[src/rtl/bcf_pkg.sv]
package bcf_pkg;

    localparam int BYTE_W      = 8;
    localparam int CMD_PIO_BIT = 7;
    localparam int OP_W        = 7;
    localparam int PHASE_W     = 3;

    typedef enum logic [OP_W-1:0] {
        OP_NOP      = 7'h00,
        OP_FLUSH    = 7'h01,
        OP_CHIP_RST = 7'h02,
        OP_BUS_RST  = 7'h03,
        OP_XFER     = 7'h10
    } op_e;

    // decoded command actions
    typedef struct packed {
        logic nop;
        logic flush;
        logic chip_rst;
        logic bus_rst;
        logic xfer;
        logic pio;
        logic illegal;
    } cmd_act_t;

    // interrupt register layout, msb first
    typedef struct packed {
        logic       bus_rst;
        logic       illegal;
        logic       disc;
        logic       svc;
        logic       done;
        logic       resel;
        logic [1:0] sel;
    } irq_reg_t;

    // status register layout, msb first
    typedef struct packed {
        logic               pend;
        logic               gross;
        logic               parity;
        logic [1:0]         rsv;
        logic [PHASE_W-1:0] phase;
    } stat_reg_t;

    function automatic cmd_act_t decode_cmd(input logic [BYTE_W-1:0] code);
        cmd_act_t a;
        a     = '0;
        a.pio = code[CMD_PIO_BIT];
        case (op_e'(code[OP_W-1:0]))
            OP_NOP:      a.nop      = 1'b1;
            OP_FLUSH:    a.flush    = 1'b1;
            OP_CHIP_RST: a.chip_rst = 1'b1;
            OP_BUS_RST:  a.bus_rst  = 1'b1;
            OP_XFER:     a.xfer     = 1'b1;
            default:     a.illegal  = 1'b1;
        endcase
        return a;
    endfunction

endpackage

[src/rtl/bcf_cmd_decode.sv]
module bcf_cmd_decode
    import bcf_pkg::*;
(
    input  logic              clk,
    input  logic              rst,
    input  logic              cmd_wr,
    input  logic [BYTE_W-1:0] cmd_data,
    output logic              illegal_now,
    output logic              chip_rst_now,
    output cmd_act_t          act_q,
    output logic [BYTE_W-1:0] cmd_reg
);
    cmd_act_t act_d;

    always_comb begin
        act_d        = decode_cmd(cmd_data);
        illegal_now  = cmd_wr && act_d.illegal;
        chip_rst_now = cmd_wr && act_d.chip_rst;
    end

    always_ff @(posedge clk) begin
        if (rst) begin
            act_q   <= '0;
            cmd_reg <= '0;
        end else begin
            if (cmd_wr) begin
                act_q         <= act_d;
                act_q.illegal <= 1'b0;
                act_q.pio     <= act_d.pio && act_d.xfer;
            end else begin
                act_q <= '0;
            end
            if (chip_rst_now)
                cmd_reg <= '0;
            else if (cmd_wr)
                cmd_reg <= cmd_data;
        end
    end
endmodule

[src/rtl/bcf_irq_collect.sv]
module bcf_irq_collect
    import bcf_pkg::*;
(
    input  logic               clk,
    input  logic               rst,
    input  irq_reg_t           evt,
    input  logic               chip_rst_now,
    input  logic               int_rd,
    input  logic               err_gross,
    input  logic               err_parity,
    input  logic [PHASE_W-1:0] bus_phase,
    output irq_reg_t           int_reg,
    output stat_reg_t          status
);
    logic gross_q;
    logic parity_q;
    irq_reg_t int_d;

    always_comb begin
        int_d = int_rd ? irq_reg_t'('0) : int_reg;
        int_d = int_d | evt;
        if (chip_rst_now)
            int_d = '0;
    end

    always_ff @(posedge clk) begin
        if (rst) begin
            int_reg  <= '0;
            gross_q  <= 1'b0;
            parity_q <= 1'b0;
        end else begin
            int_reg <= int_d;
            if (chip_rst_now) begin
                gross_q  <= 1'b0;
                parity_q <= 1'b0;
            end else begin
                gross_q  <= gross_q  | err_gross;
                parity_q <= parity_q | err_parity;
            end
        end
    end

    always_comb begin
        status        = '0;
        status.pend   = |int_reg;
        status.gross  = gross_q;
        status.parity = parity_q;
        status.phase  = bus_phase;
    end
endmodule

[src/rtl/bcf_reg_port.sv]
module bcf_reg_port
    import bcf_pkg::*;
#(
    parameter int                ADDR_W   = 5,
    parameter int                ID_W     = 3,
    parameter logic [ADDR_W-1:0] CMD_OFS  = 5'h03,
    parameter logic [ADDR_W-1:0] STAT_OFS = 5'h04,
    parameter logic [ADDR_W-1:0] INT_OFS  = 5'h05,
    parameter logic [ADDR_W-1:0] CFG_OFS  = 5'h16
) (
    input  logic              clk,
    input  logic              rst,
    input  logic [ADDR_W-1:0] addr,
    input  logic              wr_en,
    input  logic              rd_en,
    input  logic [BYTE_W-1:0] wdata,
    input  logic [BYTE_W-1:0] cmd_reg,
    input  stat_reg_t         status,
    input  irq_reg_t          int_reg,
    output logic [BYTE_W-1:0] rdata,
    output logic              cmd_wr,
    output logic              int_rd,
    output logic [ID_W-1:0]   dest_id,
    output logic [BYTE_W-1:0] tmo_val,
    output logic [BYTE_W-1:0] cfg_reg
);
    always_comb begin
        cmd_wr = wr_en && (addr == CMD_OFS);
        int_rd = rd_en && (addr == INT_OFS);
    end

    always_ff @(posedge clk) begin
        if (rst) begin
            dest_id <= '0;
            tmo_val <= '0;
            cfg_reg <= '0;
        end else if (wr_en) begin
            if (addr == STAT_OFS) dest_id <= wdata[ID_W-1:0];
            if (addr == INT_OFS)  tmo_val <= wdata;
            if (addr == CFG_OFS)  cfg_reg <= wdata;
        end
    end

    always_comb begin
        if (addr == CMD_OFS)       rdata = cmd_reg;
        else if (addr == STAT_OFS) rdata = status;
        else if (addr == INT_OFS)  rdata = int_reg;
        else if (addr == CFG_OFS)  rdata = cfg_reg;
        else                       rdata = '0;
    end
endmodule

[src/rtl/bus_cmd_frontend.sv]
module bus_cmd_frontend
    import bcf_pkg::*;
#(
    parameter int                ADDR_W   = 5,
    parameter int                ID_W     = 3,
    parameter int                IE_BIT   = 5,
    parameter logic [ADDR_W-1:0] CMD_OFS  = 5'h03,
    parameter logic [ADDR_W-1:0] STAT_OFS = 5'h04,
    parameter logic [ADDR_W-1:0] INT_OFS  = 5'h05,
    parameter logic [ADDR_W-1:0] CFG_OFS  = 5'h16
) (
    input  logic               clk,
    input  logic               rst,
    input  logic [ADDR_W-1:0]  addr,
    input  logic               wr_en,
    input  logic               rd_en,
    input  logic [7:0]         wdata,
    output logic [7:0]         rdata,
    input  logic               ev_bus_rst,
    input  logic               ev_disc,
    input  logic               ev_svc,
    input  logic               ev_done,
    input  logic               ev_resel,
    input  logic [1:0]         ev_sel,
    input  logic               err_gross,
    input  logic               err_parity,
    input  logic [2:0]         bus_phase,
    output logic               strb_nop,
    output logic               strb_flush,
    output logic               strb_chip_rst,
    output logic               strb_bus_rst,
    output logic               strb_xfer,
    output logic               xfer_pio,
    output logic [ID_W-1:0]    dest_id,
    output logic [7:0]         tmo_val,
    output logic               irq
);
    logic              cmd_wr;
    logic              int_rd;
    logic              illegal_now;
    logic              chip_rst_now;
    cmd_act_t          act_q;
    logic [BYTE_W-1:0] cmd_reg;
    logic [BYTE_W-1:0] cfg_reg;
    irq_reg_t          evt;
    irq_reg_t          int_reg;
    stat_reg_t         status;

    always_comb begin
        evt         = '0;
        evt.bus_rst = ev_bus_rst;
        evt.illegal = illegal_now;
        evt.disc    = ev_disc;
        evt.svc     = ev_svc;
        evt.done    = ev_done;
        evt.resel   = ev_resel;
        evt.sel     = ev_sel;
    end

    bcf_reg_port #(
        .ADDR_W(ADDR_W), .ID_W(ID_W), .CMD_OFS(CMD_OFS),
        .STAT_OFS(STAT_OFS), .INT_OFS(INT_OFS), .CFG_OFS(CFG_OFS)
    ) u_port (
        .clk(clk), .rst(rst), .addr(addr), .wr_en(wr_en), .rd_en(rd_en),
        .wdata(wdata), .cmd_reg(cmd_reg), .status(status), .int_reg(int_reg),
        .rdata(rdata), .cmd_wr(cmd_wr), .int_rd(int_rd), .dest_id(dest_id),
        .tmo_val(tmo_val), .cfg_reg(cfg_reg)
    );

    bcf_cmd_decode u_dec (
        .clk(clk), .rst(rst), .cmd_wr(cmd_wr), .cmd_data(wdata),
        .illegal_now(illegal_now), .chip_rst_now(chip_rst_now),
        .act_q(act_q), .cmd_reg(cmd_reg)
    );

    bcf_irq_collect u_irq (
        .clk(clk), .rst(rst), .evt(evt), .chip_rst_now(chip_rst_now),
        .int_rd(int_rd), .err_gross(err_gross), .err_parity(err_parity),
        .bus_phase(bus_phase), .int_reg(int_reg), .status(status)
    );

    always_comb begin
        strb_nop      = act_q.nop;
        strb_flush    = act_q.flush;
        strb_chip_rst = act_q.chip_rst;
        strb_bus_rst  = act_q.bus_rst;
        strb_xfer     = act_q.xfer;
        xfer_pio      = act_q.pio;
        irq           = status.pend && cfg_reg[IE_BIT];
    end
endmodule

[config.mk]
export PLATFORM = sky130hd
export DESIGN_NAME = bus_cmd_frontend
export DESIGN_NICKNAME = d
export VERILOG_FILES = /design/src/rtl/bcf_pkg.sv /design/src/rtl/bcf_cmd_decode.sv /design/src/rtl/bcf_irq_collect.sv /design/src/rtl/bcf_reg_port.sv /design/src/rtl/bus_cmd_frontend.sv
export SDC_FILE = /design/constraint.sdc
export NUM_CORES = 1
export LEC_CHECK = 0
export BUFFER_PORTS_ARGS = -buffer_cell sky130_fd_sc_hd__buf_2
export CORE_ASPECT_RATIO = 0.6
export CORE_MARGIN = 2
export CORE_UTILIZATION = 25
export DETAILED_ROUTE_END_ITERATION = 8
export HOLD_SLACK_MARGIN = 0.02
export PLACE_DENSITY = 0.55
export SETUP_SLACK_MARGIN = 0.15
export SYNTH_ARGS = -nofsm -noshare
export SYNTH_HDL_FRONTEND = slang
export SYNTH_SLANG_ARGS = --single-unit
[constraint.sdc]
create_clock -name clk -period 1.9 [get_ports clk]
set_input_delay 0.095 -clock clk [delete_from_list [all_inputs] [get_ports clk]]
set_output_delay 0.095 -clock clk [all_outputs]
set_load 0.02 [all_outputs]
== After elaboration in Yosys (flattened, before gate mapping) ==
Index checks and enable logic that the tools add are counted.
Word-level totals
  register bits after elaboration: 43
  logic and storage cells: 56
  input port bits: 29
  output and inout bits: 26
Cells by class
  reductions and logical operators: 14
  muxes and demuxes: 11
  bitwise gates (word level): 4
  equality and inequality tests: 8
Operators with widths (number)
  $mux 8: 5
  $eq 7x2->1 const B: 2
  $eq 5x3->1 const B: 2
  $or 8x8->8: 1
  $reduce_or 8->1: 1
  $eq 7x1->1 const B: 1
  $eq 7x5->1 const B: 1
  $logic_not 7->1: 1
  $logic_and 1x1->1: 6
  $mux 1: 6
  $reduce_and 2->1: 3
  $eq 5x2->1 const B: 1
  $eq 5x5->1 const B: 1
  $reduce_or 5->1: 1
  $reduce_or 2->1: 2
  $or 1x1->1: 2
  $not 1->1: 1

== Longest topological paths before layout ==
  word-level depth: 5
  depth in mapped cells: 6
  gate-level depth less buffers: 3

== Hierarchy ==
From an unflattened synthesis, not the netlist that was laid out.
Unflattened totals
  cell total of the unflattened synthesis: 213
  area, all modules: 2008.2 µm²
By module, submodules not included
  bcf_reg_port: area each 988.4 µm², cells each 107, times used 1, sequential area each 380.4 µm²
  bcf_cmd_decode: area each 548.0 µm², cells each 54, times used 1, sequential area each 280.3 µm²
  bcf_irq_collect: area each 465.4 µm², cells each 51, times used 1, sequential area each 200.2 µm²
  bus_cmd_frontend: area each 6.3 µm², cells each 1, times used 1, sequential area each 0.0 µm²

== Worst setup path after synthesis ==
Ideal clock, no wire load.
  kind: input to output
  from: input addr[1]
  to: output rdata[2]
  data required time: 1.805 ns
  slack: 0.429 ns
  arrival: 1.376 ns
  stages: 4
  path through: or4b_4 > clkbuf_1 > o32a_1 > o2bb2ai_1
Between the ends
  word-level cells in the longest chain between the ends: 5
  elaborated cells between the ends (all ways): 8
Ends and longest elaborated chain
  from (decl): RTL line bus_cmd_frontend.sv:14  | input logic [ADDR_W-1:0] addr,
  $eq 5x5->1: RTL line bcf_reg_port.sv:48  | else if (addr == CFG_OFS) rdata = cfg_reg;
  $mux 8: RTL line bcf_reg_port.sv:48
  $mux 8: RTL line bcf_reg_port.sv:47  | else if (addr == INT_OFS) rdata = int_reg;
  $mux 8: RTL line bcf_reg_port.sv:46  | else if (addr == STAT_OFS) rdata = status;
  $mux 8 (*): RTL line bcf_reg_port.sv:45  | if (addr == CMD_OFS) rdata = cmd_reg;
  to (decl): RTL line bus_cmd_frontend.sv:18  | output logic [7:0] rdata,
Mark *: on every way between the ends. The rest lies on a longest branch, timed or not.

== Worst setup path in the final report ==
  from: register u_irq.int_reg[1] (netlist name)
  to: output rdata[7]
Between the ends
  word-level cells in the longest chain between the ends: 3
Ends and longest elaborated chain
  $reduce_or 8->1: RTL line bcf_irq_collect.sv:45  | status.pend = |int_reg;
  $mux 8: RTL line bcf_reg_port.sv:46
  $mux 8: RTL line bcf_reg_port.sv:45
Every way passes these cells.

==> flow_summary_export.csv <==
group,metric,value,unit
route,drt_wl_total,5.85,mm
route,drtIter0Drc,139,
setup_path,cp_max_fo,3,
sta,finalHoldViolCount,0,
finish,diodes,0,
finish,utilization,34.1,%
clocking,clk_pin_slew,0.06,ns
sta,finalCriticalPeriod,1.81,ns
finish,final_cells,394,
sta,tns,0,ns
sta,setup-violations-final,0,
synth,yosysMostFrequentCell,"dfxtp_1",
synth,synth-compound-area-share,16.0,%
sta,slew_violations,0,
route,wl_per_cell,14.8,um
synth,synth_area_leaders,"dfxtp_1 43%, mux2i_1 9.5%, nand2b_1 8.8%, a21oi_1 4.3%, o21ai_0 4.3%",
synth,ys_types,31,
global_routing,grt_antenna_before_repair,0,
placed_design,placed_cells,379,
synth,yosysWarningCount,0,
synth,syn-num-nets,254,
floorplanning,die_y,73.2,um
floorplanning,initial_core_util,25.5,%
synth,netlist_area,2000,um2
route,drc,0,
synth,synth_top_family_by_area,"simple AND/OR/NAND/NOR gates",
run,drv_cap,0,
power_and_ir_drop,power.total,2.16,mW
global_routing,grt.total_usage,13.9,%
setup_path,cp_data_required_time,1.80,ns
sta,max_freq,553,MHz
sta,clock_skew,0,ns
route,vias,1835,
clocking,cts_buffers,5,
global_routing,grt_pass1_vias,1764,
clocking,cts_num_sinks,43,
power_and_ir_drop,irDropWorstVdd,0.370,mV
synth,yosysTopAreaCell,"dfxtp_1",
placed_design,gp_congestion,0.815,
synth,synth-seq-cells,43,
sta,holdWs,0.0165,ns
synth,synth_edf_count,0,
finish,drive_gt1_share,30.1,%
floorplanning,io_pins,55,
power_and_ir_drop,p_leak,1.14,nW
setup_path,critPathKind,"reg2out",
clocking,root_buffer,"clkbuf_16",
floorplanning,dieArea,8740,um2
global_routing,grt_overflow_total,0,
placed_design,port_buffers,54,
synth,avgSynthCellArea,8.88,um2
global_routing,grt_max_degree,31,
synth,synth-xor-area-share,0,%
setup_path,crit_path_start_kind,"register",
placed_design,dpl.hpwl,4.37,mm
route,postRouteAntennaNets,0,
route,vias_per_cell,4.66,
synth,synthAdderAreaFrac,0,%
floorplanning,die_w,119,um
clocking,htree_levels,2,
synth,async_flop_share,0,%
setup_path,cp.arrival,1.71,ns
finish,layout.nets,314,
synth,synth.top_cells.by_count,"43 x dfxtp_1, 28 x nand2b_1, 19 x mux2i_1",
clocking,clk_latency,0.29,ns
sta,slew_headroom,58.1,%
synth,synth_mux_area_share,9.52,%
power_and_ir_drop,pwr_density_cell,809,nW/um2
sta,tightestPinTransition,0.622,ns
setup_path,cp-end-kind,"output pin",
synth,ys_seq_area_share,43.1,%
synth,netlist_instances,225,
clocking,cts_tree,"built",
sta,rsz0062_at_grt,"true",
sta,min_period_over_period,95.2,%
synth,synthSimpleGateAreaFrac,25.8,%
floorplanning,placementRows,25,
global_routing,grt_pass1_wl,9.14,mm
status,status,"finished clean",
synth,dominantRegCellSynth,"dfxtp_1",
route,drt_first_pass_iters,4,
floorplanning,coreArea,7820,um2
clocking,clockBufferDepth,2,
synth,yosysTopAreaCellShare,43.1,%
min_path,hold_path_class,"in2reg",
finish,syn_to_final_growth,33.7,%
logic make-up (layout without fill, tap and decap cells):
| logic type | count (synthesis) | after routing |
|---|---|---|
| and+or+nand+nor | 85 | 85 |
| AOI/OAI and AO/OA | 50 | 50 |
| muxes | 19 | 19 |
| DFF | 43 | 43 |
| buffers and inverters | 28 | 89 |
placed cells by master, fill, tap and decap left out, types with 2 or more instances in the layout:
cell | netlist | routed
clkbuf_16 | 0 | 5
and3_1 | 3 | 3
inv_1 | 12 | 12
nor3b_1 | 6 | 6
nor2b_1 | 6 | 6
or3b_1 | 2 | 2
nor3_1 | 7 | 7
o21ai_0 | 17 | 17
nor2_1 | 9 | 9
o32a_1 | 5 | 5
nand3_1 | 10 | 10
nand2_1 | 2 | 2
buf_4 | 0 | 14
a221o_1 | 2 | 2
buf_2 | 5 | 53
dfxtp_1 | 43 | 36
nor4_4 | 0 | 2
mux2i_1 | 19 | 19
a21oi_1 | 17 | 17
o2bb2ai_1 | 5 | 5
dfxtp_2 | 0 | 7
nor4_1 | 4 | 2
nand3b_1 | 2 | 2
nand2b_1 | 28 | 28
report_power, final:
part           leakage, nW  internal (mW)  switching, mW
logic                0.706         0.0920          0.109
clock network       0.0868          0.654          0.363
registers            0.351          0.922         0.0192
total                 1.14           1.67          0.491
worst paths after layout:
check / startpoint / end / slack (ns) / cells after the start
worst max register to register: u_irq.int_reg[3]$_SDFF_PP0_ / u_irq.int_reg[3]$_SDFF_PP0_ / 1.15 / 3
worst min register to register: u_port.cfg_reg[0]$_SDFFE_PP0P_ / u_port.cfg_reg[0]$_SDFFE_PP0P_ / 0.47 / 2
worst min-delay path: err_parity / u_irq.parity_q$_SDFF_PP0_ / 0.02 / 3
worst max-delay path: u_irq.int_reg[1]$_SDFF_PP0_ / rdata[7] / 0.09 / 4
layout make-up:
class / instances / area [um2]
clock buffer: 6 / 139
multi-input combinational: 154 / 1050
inverter: 12 / 45.0
timing repair buffer: 69 / 392
tap: 108 / 135
sequential: 43 / 870
clock inverter: 2 / 35.0
fill: 842 / 5150
stage by stage:
| stage | worst slack, ns | cell area (um2) |
|---|---|---|
| finish | 0.0916 | 2670 |
| global route | 0.0407 | 2670 |
| CTS | 0.123 | 2660 |
| detailed placement | 0.239 | 2400 |
| global placement | 0.257 | 2400 |
| floorplan | 0.429 | 2000 |
layer usage:
layer  up-vias  global-route usage [%]  share of wire, %
met3         7                    4.53               9.9
met4         0                    6.67               1.4
met1       839                    19.8                50
met5         -                       0                 0
li1        925                       -                 -
met2        64                    18.8                39
critical path, cell delays in order (launching register included):
cell and delay, ns:
dfxtp_2 0.34, nor4_4 0.30, or4bb_1 0.51, o311a_1 0.13
buf_6 0.14
repair_timing:
action,CTS,global route
pin swaps,4,3
hold buffers,1,0
endpoints found under the hold margin,1,0
gates resized for setup,7,6
buffers inserted,6,0
endpoints found under the setup margin,1,2
(Power assumes the default switching activity.)
